**src/rtl/sysclk_presc_pkg.sv**
```systemverilog
`timescale 1ns/1ps
package sysclk_presc_pkg;
    localparam int SYS_N  = 4;
    localparam int SW_W   = $clog2(SYS_N);
    localparam int OUT_N  = 7;
    localparam int OSEL_W = $clog2(OUT_N + 1);
    localparam int HS_W   = 4;
    localparam int PB_W   = 3;
    localparam int OP_W   = 3;
    localparam int CNT_W  = 8;
    localparam int CFG_W  = SW_W + HS_W + 2 * PB_W + OSEL_W + OP_W;
    localparam int HS_KNEE = 7;
    localparam int PB_KNEE = 3;
    localparam int OP_MAX  = 4;

    typedef struct packed {
        logic [OP_W-1:0]   opre;
        logic [OSEL_W-1:0] osel;
        logic [PB_W-1:0]   pb2;
        logic [PB_W-1:0]   pb1;
        logic [HS_W-1:0]   hs;
        logic [SW_W-1:0]   sw;
    } cfg_t;

    // terminal count (ratio - 1) for a ratio of 2^e
    function automatic logic [CNT_W-1:0] lim_of_exp(input int e);
        return CNT_W'((1 << e) - 1);
    endfunction

    // codes at or below the knee mean divide-by-1
    function automatic int knee_exp(input int code, input int knee);
        return (code > knee) ? code - knee : 0;
    endfunction
endpackage

```
**src/rtl/clk_en_div.sv**
```systemverilog
`timescale 1ns/1ps
module clk_en_div #(
    parameter int CW = 8
) (
    input  logic          clk,
    input  logic          rst_n,
    input  logic          run,
    input  logic          tick,
    input  logic [CW-1:0] lim,
    output logic          strobe
);
    typedef struct packed {
        logic [CW-1:0] cnt;
    } div_t;

    div_t st_d, st_q;
    logic hit;

    always_comb begin
        st_d = st_q;
        hit  = run && tick && (st_q.cnt >= lim);
        if (!run) begin
            st_d.cnt = '0;
        end else if (hit) begin
            st_d.cnt = '0;
        end else if (tick) begin
            st_d.cnt = st_q.cnt + 1'b1;
        end
    end

    always_ff @(posedge clk or negedge rst_n) begin
        if (!rst_n) st_q <= '0;
        else        st_q <= st_d;
    end

    assign strobe = hit;
endmodule

```
**src/rtl/sysclk_presc_mux.sv**
```systemverilog
`timescale 1ns/1ps
module sysclk_presc_mux
    import sysclk_presc_pkg::*;
(
    input  logic              clk,
    input  logic              rst_n,
    input  logic              cfg_we,
    input  logic [CFG_W-1:0]  cfg_wdata,
    input  logic [SYS_N-1:0]  sys_src_pulse,
    input  logic [OUT_N-1:0]  out_src_pulse,
    output logic              hs_en,
    output logic              pb1_en,
    output logic              pb2_en,
    output logic              out_en,
    output logic [SW_W-1:0]   sw_status,
    output logic              out_pre_err
);
    typedef struct packed {
        cfg_t            cfg;
        logic [SW_W-1:0] stat;
    } top_t;

    top_t st_d, st_q;

    always_comb begin
        st_d      = st_q;
        st_d.stat = st_q.cfg.sw;
        if (cfg_we) st_d.cfg = cfg_t'(cfg_wdata);
    end

    always_ff @(posedge clk or negedge rst_n) begin
        if (!rst_n) st_q <= '0;
        else        st_q <= st_d;
    end

    // system tick source
    logic sys_tick;
    assign sys_tick = sys_src_pulse[st_q.cfg.sw];

    // high-speed bus
    logic [CNT_W-1:0] hs_lim;
    assign hs_lim = lim_of_exp(knee_exp(int'(st_q.cfg.hs), HS_KNEE));

    clk_en_div #(.CW(CNT_W)) u_hs_div (
        .clk(clk), .rst_n(rst_n), .run(1'b1), .tick(sys_tick),
        .lim(hs_lim), .strobe(hs_en)
    );

    // peripheral buses, same encoding, cascaded from hs_en
    logic [PB_W-1:0] pb_code [2];
    logic [1:0]      pb_strobe;
    assign pb_code[0] = st_q.cfg.pb1;
    assign pb_code[1] = st_q.cfg.pb2;

    for (genvar g = 0; g < 2; g++) begin : g_pb
        logic [CNT_W-1:0] lim_g;
        assign lim_g = lim_of_exp(knee_exp(int'(pb_code[g]), PB_KNEE));
        clk_en_div #(.CW(CNT_W)) u_pb_div (
            .clk(clk), .rst_n(rst_n), .run(1'b1), .tick(hs_en),
            .lim(lim_g), .strobe(pb_strobe[g])
        );
    end
    assign pb1_en = pb_strobe[0];
    assign pb2_en = pb_strobe[1];

    // clock-output path
    logic             out_on;
    logic             out_tick;
    logic             pre_bad;
    logic [CNT_W-1:0] out_lim;

    assign out_on   = (st_q.cfg.osel != '0);
    assign out_tick = out_on ? out_src_pulse[st_q.cfg.osel - OSEL_W'(1)] : 1'b0;
    assign pre_bad  = (int'(st_q.cfg.opre) > OP_MAX);
    assign out_lim  = lim_of_exp(pre_bad ? OP_MAX : int'(st_q.cfg.opre));

    clk_en_div #(.CW(CNT_W)) u_out_div (
        .clk(clk), .rst_n(rst_n), .run(out_on), .tick(out_tick),
        .lim(out_lim), .strobe(out_en)
    );

    assign sw_status   = st_q.stat;
    assign out_pre_err = pre_bad;
endmodule

```
**config.mk**
```make
export PLATFORM = sky130hd
export DESIGN_NAME = sysclk_presc_mux
export DESIGN_NICKNAME = d
export VERILOG_FILES = /design/src/rtl/sysclk_presc_pkg.sv /design/src/rtl/clk_en_div.sv /design/src/rtl/sysclk_presc_mux.sv
export SDC_FILE = /design/constraint.sdc
export NUM_CORES = 1
export LEC_CHECK = 0
export ABC_CLOCK_PERIOD_IN_PS = 3500
export CAP_MARGIN = 25
export CELL_PAD_IN_SITES_DETAIL_PLACEMENT = 1
export CELL_PAD_IN_SITES_GLOBAL_PLACEMENT = 2
export CORE_UTILIZATION = 33
export CTS_BUF_LIST = sky130_fd_sc_hd__clkbuf_4 sky130_fd_sc_hd__clkbuf_8
export DETAILED_ROUTE_END_ITERATION = 16
export MAX_ROUTING_LAYER = met4
export PLACE_DENSITY_LB_ADDON = 0.1
export SYNTH_ARGS = -nofsm -noshare
export SYNTH_HDL_FRONTEND = slang
export SYNTH_SLANG_ARGS = --single-unit
```
**constraint.sdc**
```tcl
create_clock -name clk -period 3.5 [get_ports clk]
set_input_delay 0.7 -clock clk [delete_from_list [all_inputs] [get_ports clk]]
set_output_delay 0.7 -clock clk [all_outputs]
set_load 0.02 [all_outputs]
```
==> results.md, run 1 <==
- Status: complete, but fails checks
- Violated checks: setup timing
- Post-synthesis register bit count: 52
- Number of max-cap violations: 0
- Clock Skews: just over 0.007 ns
- Area delta synth->final: 29.62%
- Hold-fix buffers, CTS: 0
- Detail Placement HPWL: approximately 6.6 mm
- Final instance area: around 4400 um^2
- Switching share of power: 0.3975
- Die H: between 100 and 150 um
- Final worst path period share: 1.106
- Number of port buffers: 38
- Fmax: between 0.2 and 0.3 GHz
- Total I/O pin count: 39
- Yosys warns: 0
- Clk_lat worst skew: 0.30 ns
- Worst Setup Start Kind: register
- Fin util: 0.4441
- Wire per inst: approximately 15 um
- Synthesized instance count: around 360
- Initial cell density of the core: 0.3426
- Flop pwr share: 0.350
- Syn nets: roughly 430
- Pin count of the biggest net entering global routing: 31
- Worst-path clk slew: ~0.090 ns
- CTS tree: done
- Post-Syn Area: between 3000 and 4000 um^2
- WP data required: 2.80 ns
- FFs w/ async S/R, synth: 1.000
- DP Area: around 4200 um^2
- Routed Antenna Nets: 0
- Area of the core: 9864 um^2
- Initial DRC count: 45
- Logic pwr share: 0.499
- Vias: 2,926
- Seq/Total Area, Yosys: 0.3850
- Avg Cell Area, Syn: between 9 and 10 um^2
- Hold Path Class: input port to async pin
- Setup ws final: -0.3697 ns
- Number of global-route vias before repair: 2,958
- Final Hold Viols: 0
- Critical Path End Type: output pin
- Final net count: 506
- Clock power frac: 0.151
- RSZ-0062 raised after global routing: true
- # diodes: 0
- PD cells: approximately 570 nW/um^2
- Distinct cells, synth: 58
- P_int: ~1.5 mW
- Layout cells sized above 1: 0.2055
- # setup viols final: 3
- CTS H-tree lvls: 2
- GR Overflow Total: 0
- Slew Viols, Final: 0
- Critical path type: register to output pin
- Fin crit period: 3.870 ns
- Root buffer cell: clkbuf_8
- First-pass GRT wire length: 13.87 mm
- Gpl congestion: 0.7698
- Clock sinks: between 50 and 60
- DRT Pass-1 Iters: 4
- Sw power: ~990 uW
- CTS buffer count: 5
- DRC: 0
- Critical R2R Launch: st_q[5]
- Initial antenna violation count: 0
- Routed WL: approximately 8.4 mm
- Least-Margin Pin Slew: 0.9037 ns
- Max clock buf depth: 2
- Setup WS pre-CTS: -0.5258 ns
- Top_reg_cell synth: dfrtp_1
- Drt via density: 5.124
- Worst rel slew slack: 0.3957
- IR drop worst, VDD: between 0.2 and 0.3 mV
- Most common cell after layout, fill and taps aside: dfrtp_1
- Die Span X: between 100 and 150 um
- Worst Path Arrival: approximately 3.2 ns
- Total track usage: 0.1724
- Post-synth EDFFs: 0
- Crit-path max FO: 7
- Most frequent cells in the layout: dfrtp_1, buf_4, ha_1
- Leakage power: a little over 2 nW
- Die area: 10,650 um^2
- Critical Path Start: st_q[5]
- FP Rows: 36
power by group through the flow:
stage | Combinational (mW) | Clock [mW] | Sequential, mW
4_1_cts | 1.24 | 0.398 | 0.875
3_5_place_dp | 1.22 | 0 | 0.886
5_1_grt | 1.40 | 0.414 | 0.897
2_1_floorplan | 0.824 | 0 | 0.840
3_3_place_gp | 1.18 | 0 | 0.884
6_report | 1.24 | 0.376 | 0.874
final timing paths:
check | depth (start not counted) | endpoint | slack [ns]
max | 17 | pb1_en | -0.37
min | 1 | u_out_div.st_q[4] | 0.44
max reg2reg | 17 | u_hs_div.st_q[0] | 0.20
min reg2reg | 1 | u_out_div.st_q[5] | 0.50
max in group asynchronous | 2 | u_hs_div.st_q[4] | 2.40
min in group clk | 1 | u_out_div.st_q[5] | 0.50
cells by family (layout without fill, tap and decap cells):
kind of cell,count (synthesis),after routing,synth area share
AOI/OAI and AO/OA,96,96,0.1840
xor gates and xnor gates,4,4,0.01037
adders and majority gates,36,36,0.1333
buffers and inverters,31,106,0.03961
DFF,52,52,0.3850
muxes,17,17,0.05961
other,1,1,0.001110
and+or+nand+nor,126,126,0.1870
layer usage:
metal  vias up  wire [um]  GRT usage
met4         0         63    0.03575
met5         -          0          -
met3         7        143    0.02419
met2        20       4372     0.3031
li1       1452          -          -
met1      1447       3831     0.2109
metrics by stage:
| step | TNS (ns) | cells | hold slack, ns | power [mW] |
|---|---|---|---|---|
| after global routing | -1.895 | 571 | 0.4978 | 2.708 |
| after floorplan | 0 | 363 | 0.4044 | 1.664 |
| after CTS | -1.335 | 569 | 0.4584 | 2.514 |
| after detailed placement | -1.537 | 560 | 0.4803 | 2.102 |
| after global placement | -1.313 | 560 | 0.4732 | 2.061 |
| final | -1.047 | 571 | 0.4426 | 2.495 |
final cells by class:
class                           instances  area [um^2]
Tap cell                              133        166.4
Clock buffer                            7        96.34
Inverter                               20        77.57
Fill cell                            1135         5484
Sequential cell                        52         1301
Multi-Input combinational cell        280         2049
Timing Repair Buffer                   79        689.4
sequential cells by signal (all words and copies together), names as in the netlist:
| name | flops |
|---|---|
| u_out_div.st_q | 8 |
| u_hs_div.st_q | 8 |
| st_d | 2 |
| pb_code | 6 |
| st_q | 10 |
| g_pb.u_pb_div.st_q | 16 |
| sw_status | 2 |
synth_stat cells, drive strengths merged (2+ instances only):
master | number | share of area
mux2i | 4 | 0.012
nand3 | 13 | 0.019
nor3 | 3 | 0.0044
nor2b | 6 | 0.011
nand2b | 11 | 0.020
dfrtp | 52 | 0.39
o31ai | 3 | 0.0096
or4 | 3 | 0.0078
buf | 5 | 0.011
a211oi | 4 | 0.0089
o21ai | 40 | 0.060
nand4b | 2 | 0.0052
a21o | 3 | 0.0067
nor2 | 33 | 0.038
nand2 | 32 | 0.036
a31oi | 6 | 0.011
a21boi | 2 | 0.0044
o21a | 4 | 0.0089
and3 | 8 | 0.015
a21oi | 17 | 0.025
a22o | 4 | 0.010
xnor2 | 2 | 0.0052
ha | 36 | 0.13
or3 | 3 | 0.0056
xor2 | 2 | 0.0052
inv | 20 | 0.022
and2 | 6 | 0.011
nand3b | 2 | 0.0044
clkbuf | 6 | 0.0067
mux2 | 12 | 0.041
what timing repair did:
item	4_1_cts	5_1_grt
pin swaps	10	9
endpoints found under the setup margin	3	16
setup buffers	2	2
gates resized for setup	24	8
worst max-delay path: stages, from the launching register on:
cell	delay, ns
dfrtp_1	0.42
ha_4	0.20
buf_4	0.13
buf_4	0.15
nand2_1	0.09
nand3_2	0.07
ha_2	0.19
inv_2	0.07
a31oi_4	0.04
a211oi_2	0.20
nor2_1	0.07
ha_1	0.29
a21o_1	0.18
a21o_1	0.16
a311o_1	0.30
nand2_2	0.15
nor2_4	0.06
buf_6	0.12
Power figures use the tool's default switching activity.
==> run 2: changes to the inputs <==
--- a/config.mk
+++ b/config.mk
@@ -13,7 +13,7 @@
 export CTS_BUF_LIST = sky130_fd_sc_hd__clkbuf_4 sky130_fd_sc_hd__clkbuf_8
 export DETAILED_ROUTE_END_ITERATION = 16
 export MAX_ROUTING_LAYER = met4
-export PLACE_DENSITY_LB_ADDON = 0.1
+export PLACE_DENSITY = 0.79
 export SYNTH_ARGS = -nofsm -noshare
 export SYNTH_HDL_FRONTEND = slang
 export SYNTH_SLANG_ARGS = --single-unit
==> run 2 against run 1 <==
- the run still ends with setup timing left
- first-iteration DRC count rose by 51%
- via count rose by 0.41%
- clock skew barely moved
- sequential power about the same
- critical endpoint unchanged
- highest routed layer unchanged
==> results.md, run 2 (synthesis gave the netlist of run 1 again) <==
- Status: complete, but fails checks
- Violated checks: setup timing
- Routed Antenna Nets: 0 (unchanged)
- DRC: 0 (unchanged)
- Worst Path Arrival: 3.25 ns (+0.08 ns)
- Vias: 2,938 (+0.41%)
- Hold Path Class: register to register
- DRT Pass-1 Iters: 4 (unchanged)
- Area of the core: 9864 um^2 (unchanged)
- First-pass GRT wire length: 14.48 mm (+4.4%)
- Initial antenna violation count: 0 (unchanged)
- Post-route insts no fill: 571 (unchanged)
- Final worst path period share: 1.128 (+0.02265)
- Reg2Reg Depth: 16 (-1)
- FP Rows: 36 (unchanged)
- Critical R2R Launch: st_q[4]
- Hold-fix buffers, CTS: 0 (unchanged)
- Pin count of the biggest net entering global routing: 53 (+71%)
- Crit-path cells: ha_4, nor2_4, nor4b_4, o32ai_2, ha_2, inv_2, a31oi_4, a211oi_2, nor2_1, ha_1, a21o_1, a21o_1, a311o_1, nand2_2, nor2_4, buf_6
- IR drop worst, VDD: 0.2572 mV (+2.6%)
- Number of global-route vias before repair: 3,091 (+4.5%)
- Hold slack: 0.5003 ns (+0.05765 ns)
- Number of port buffers: 38 (unchanged)
- Clock Skews: 0.006853 ns (-0.0002165 ns)
- Die Span X: 103.2 um (unchanged)
- CTS buffer count: 5 (unchanged)
- RSZ-0062 raised after global routing: true
- Area delta synth->final: 30.06%
- Root buffer cell: clkbuf_8
- Worst Setup Start Kind: register
- Routed WL: 8.518 mm (+1.3%)
- Most frequent cells in the layout: dfrtp_1, buf_4, ha_1
- Final Hold Viols: 0 (unchanged)
- Final net count: 505 (-0.20%)
- Setup ws final: -0.4490 ns (-0.07928 ns)
- Drt via density: 5.145 (+0.41%)
- Clk_lat worst skew: 0.31 ns (about the same)
- End point of the critical path: pb1_en
- Layout cells sized above 1: 0.2078 (+0.002283)
- Most common cell after layout, fill and taps aside: dfrtp_1
- Total I/O pin count: 39 (unchanged)
- Critical path type: register to output pin
- # diodes: 0 (unchanged)
- Critical Path End Type: output pin
- Reg area: 1301 um^2 (unchanged)
- Clock sinks: 52 (unchanged)
- CTS tree: done
- Total track usage: 0.1788 (+0.006437)
- Number of max-cap violations: 0 (unchanged)
- Largest register FFs: 16 (unchanged)
- Area of the multi-input gates: 2057 um^2 (+0.37%)
- FF-to-FF End: u_hs_div.st_q[0]
- Fin crit period: 3.949 ns (+0.07928 ns)
- Detail Placement HPWL: 6.428 mm (-2.2%)
- Largest regs: g_pb.u_pb_div.st_q: 16 flops, st_q: 10 flops
- Worst-path clk slew: 0.10 ns (about the same)
- Slew Viols, Final: 0 (unchanged)
- Initial DRC count: 68 (+51%)
- PD cells: 579.5 nW/um^2 (+1.7%)
- Worst rel slew slack: 0.3732 (-0.02240)
- CTS H-tree lvls: 2 (unchanged)
- Leakage power: 2.006 nW (-0.46%)
- Least-Margin Pin Slew: 0.9372 ns (+0.03350 ns)
- Crit-path max FO: 5 (-2)
- Slowest-stage cell, CP: dfrtp_1
- Register-to-register setup slack: 0.14 ns (-0.06 ns)
- Die area: 10,650 um^2 (unchanged)
- Dpl cells: 560 (unchanged)
- Worst path max stage delay: 0.42 ns (about the same)
- Gpl congestion: 0.8612 (+12%)
- Filler cell count: 1,132 (-0.26%)
- GR Overflow Total: 0 (unchanged)
- Fmax: 0.2532 GHz (-2.0%)
- Wire per inst: 14.92 um (+1.3%)
- # setup viols final: 3 (unchanged)
- Critical Path Start: st_q[4]
- Reg with most FFs: g_pb.u_pb_div.st_q
- WP data required: 2.80 ns (about the same)
- Die H: 103.2 um (unchanged)
- Max clock buf depth: 2 (unchanged)
- Initial cell density of the core: 0.3426 (unchanged)
## run 2: changes by cell type in the layout (fill, tap and decap cells not counted), moves of 2 or more
cell,previous run,this run
buf_4,41,39
clkbuf_8,7,5
o21ai_0,31,33
o21ai_1,7,5
## run 2: how the worst min path moves through the flow
stage | startpoint | cells after the start | to
2_1_floorplan | rst_n | 0 | g_pb[0].u_pb_div.st_q[0]
3_3_place_gp | u_out_div.st_q[7] | 1 | u_out_div.st_q[7]
3_5_place_dp | u_out_div.st_q[5] | 1 | u_out_div.st_q[5]
4_1_cts | g_pb[1].u_pb_div.st_q[7] | 1 | g_pb[1].u_pb_div.st_q[7]
5_1_grt | u_out_div.st_q[5] | 1 | u_out_div.st_q[5]
6_report | u_out_div.st_q[5] | 1 | u_out_div.st_q[5]
## run 2: critical path: cells and delay by family (launching register included)
family                     cells  cell delay, ns
buffers and inverters          2            0.19
DFF                            1            0.42
and+or+nand+nor                5            0.56
adders and majority gates      3            0.73
AOI/OAI and AO/OA              6            1.05
## run 2: cell type report
class,count,share of cell area
Inverter,20,0.01765
Tap cell,133,0.03786
Multi-Input combinational cell,280,0.4680
Clock buffer,6,0.01736
Clock inverter,2,0.007970
Timing Repair Buffer,78,0.1551
Sequential cell,52,0.2960
## run 2: power by group
part           switching (mW)  internal [mW]
combinational           0.649          0.597
clock                   0.206          0.221
sequential              0.150          0.725
## run 2: layer usage
| layer | vias to the layer above | global-route usage | part of all wire |
|---|---|---|---|
| li1 | 1457 | - | - |
| met1 | 1448 | 0.2284 | 0.47 |
| met2 | 24 | 0.2995 | 0.50 |
| met3 | 9 | 0.02285 | 0.019 |
| met4 | 0 | 0.04767 | 0.011 |
| met5 | - | - | 0 |
## run 2: per-stage QoR
step           worst slack [ns]  utilization  power (mW)  cell area [um^2]  setup TNS, ns
2_1_floorplan           0.01068            -       1.664              3437              0
3_3_place_gp            -0.4215       0.4245       2.042              4188         -1.231
3_5_place_dp            -0.5596       0.4245       2.102              4188         -1.641
4_1_cts                 -0.4826       0.4398       2.560              4338         -1.408
5_1_grt                 -0.5654       0.4456       2.778              4395         -1.644
6_report                -0.4490       0.4456       2.547              4395         -1.314
## run 2: timing repair
item / in CTS / in global routing
resized for setup: 24 / 10
endpoints found under the setup margin: 4 / 19
pin swaps: 3 / 12
buffers inserted: 1 / 2
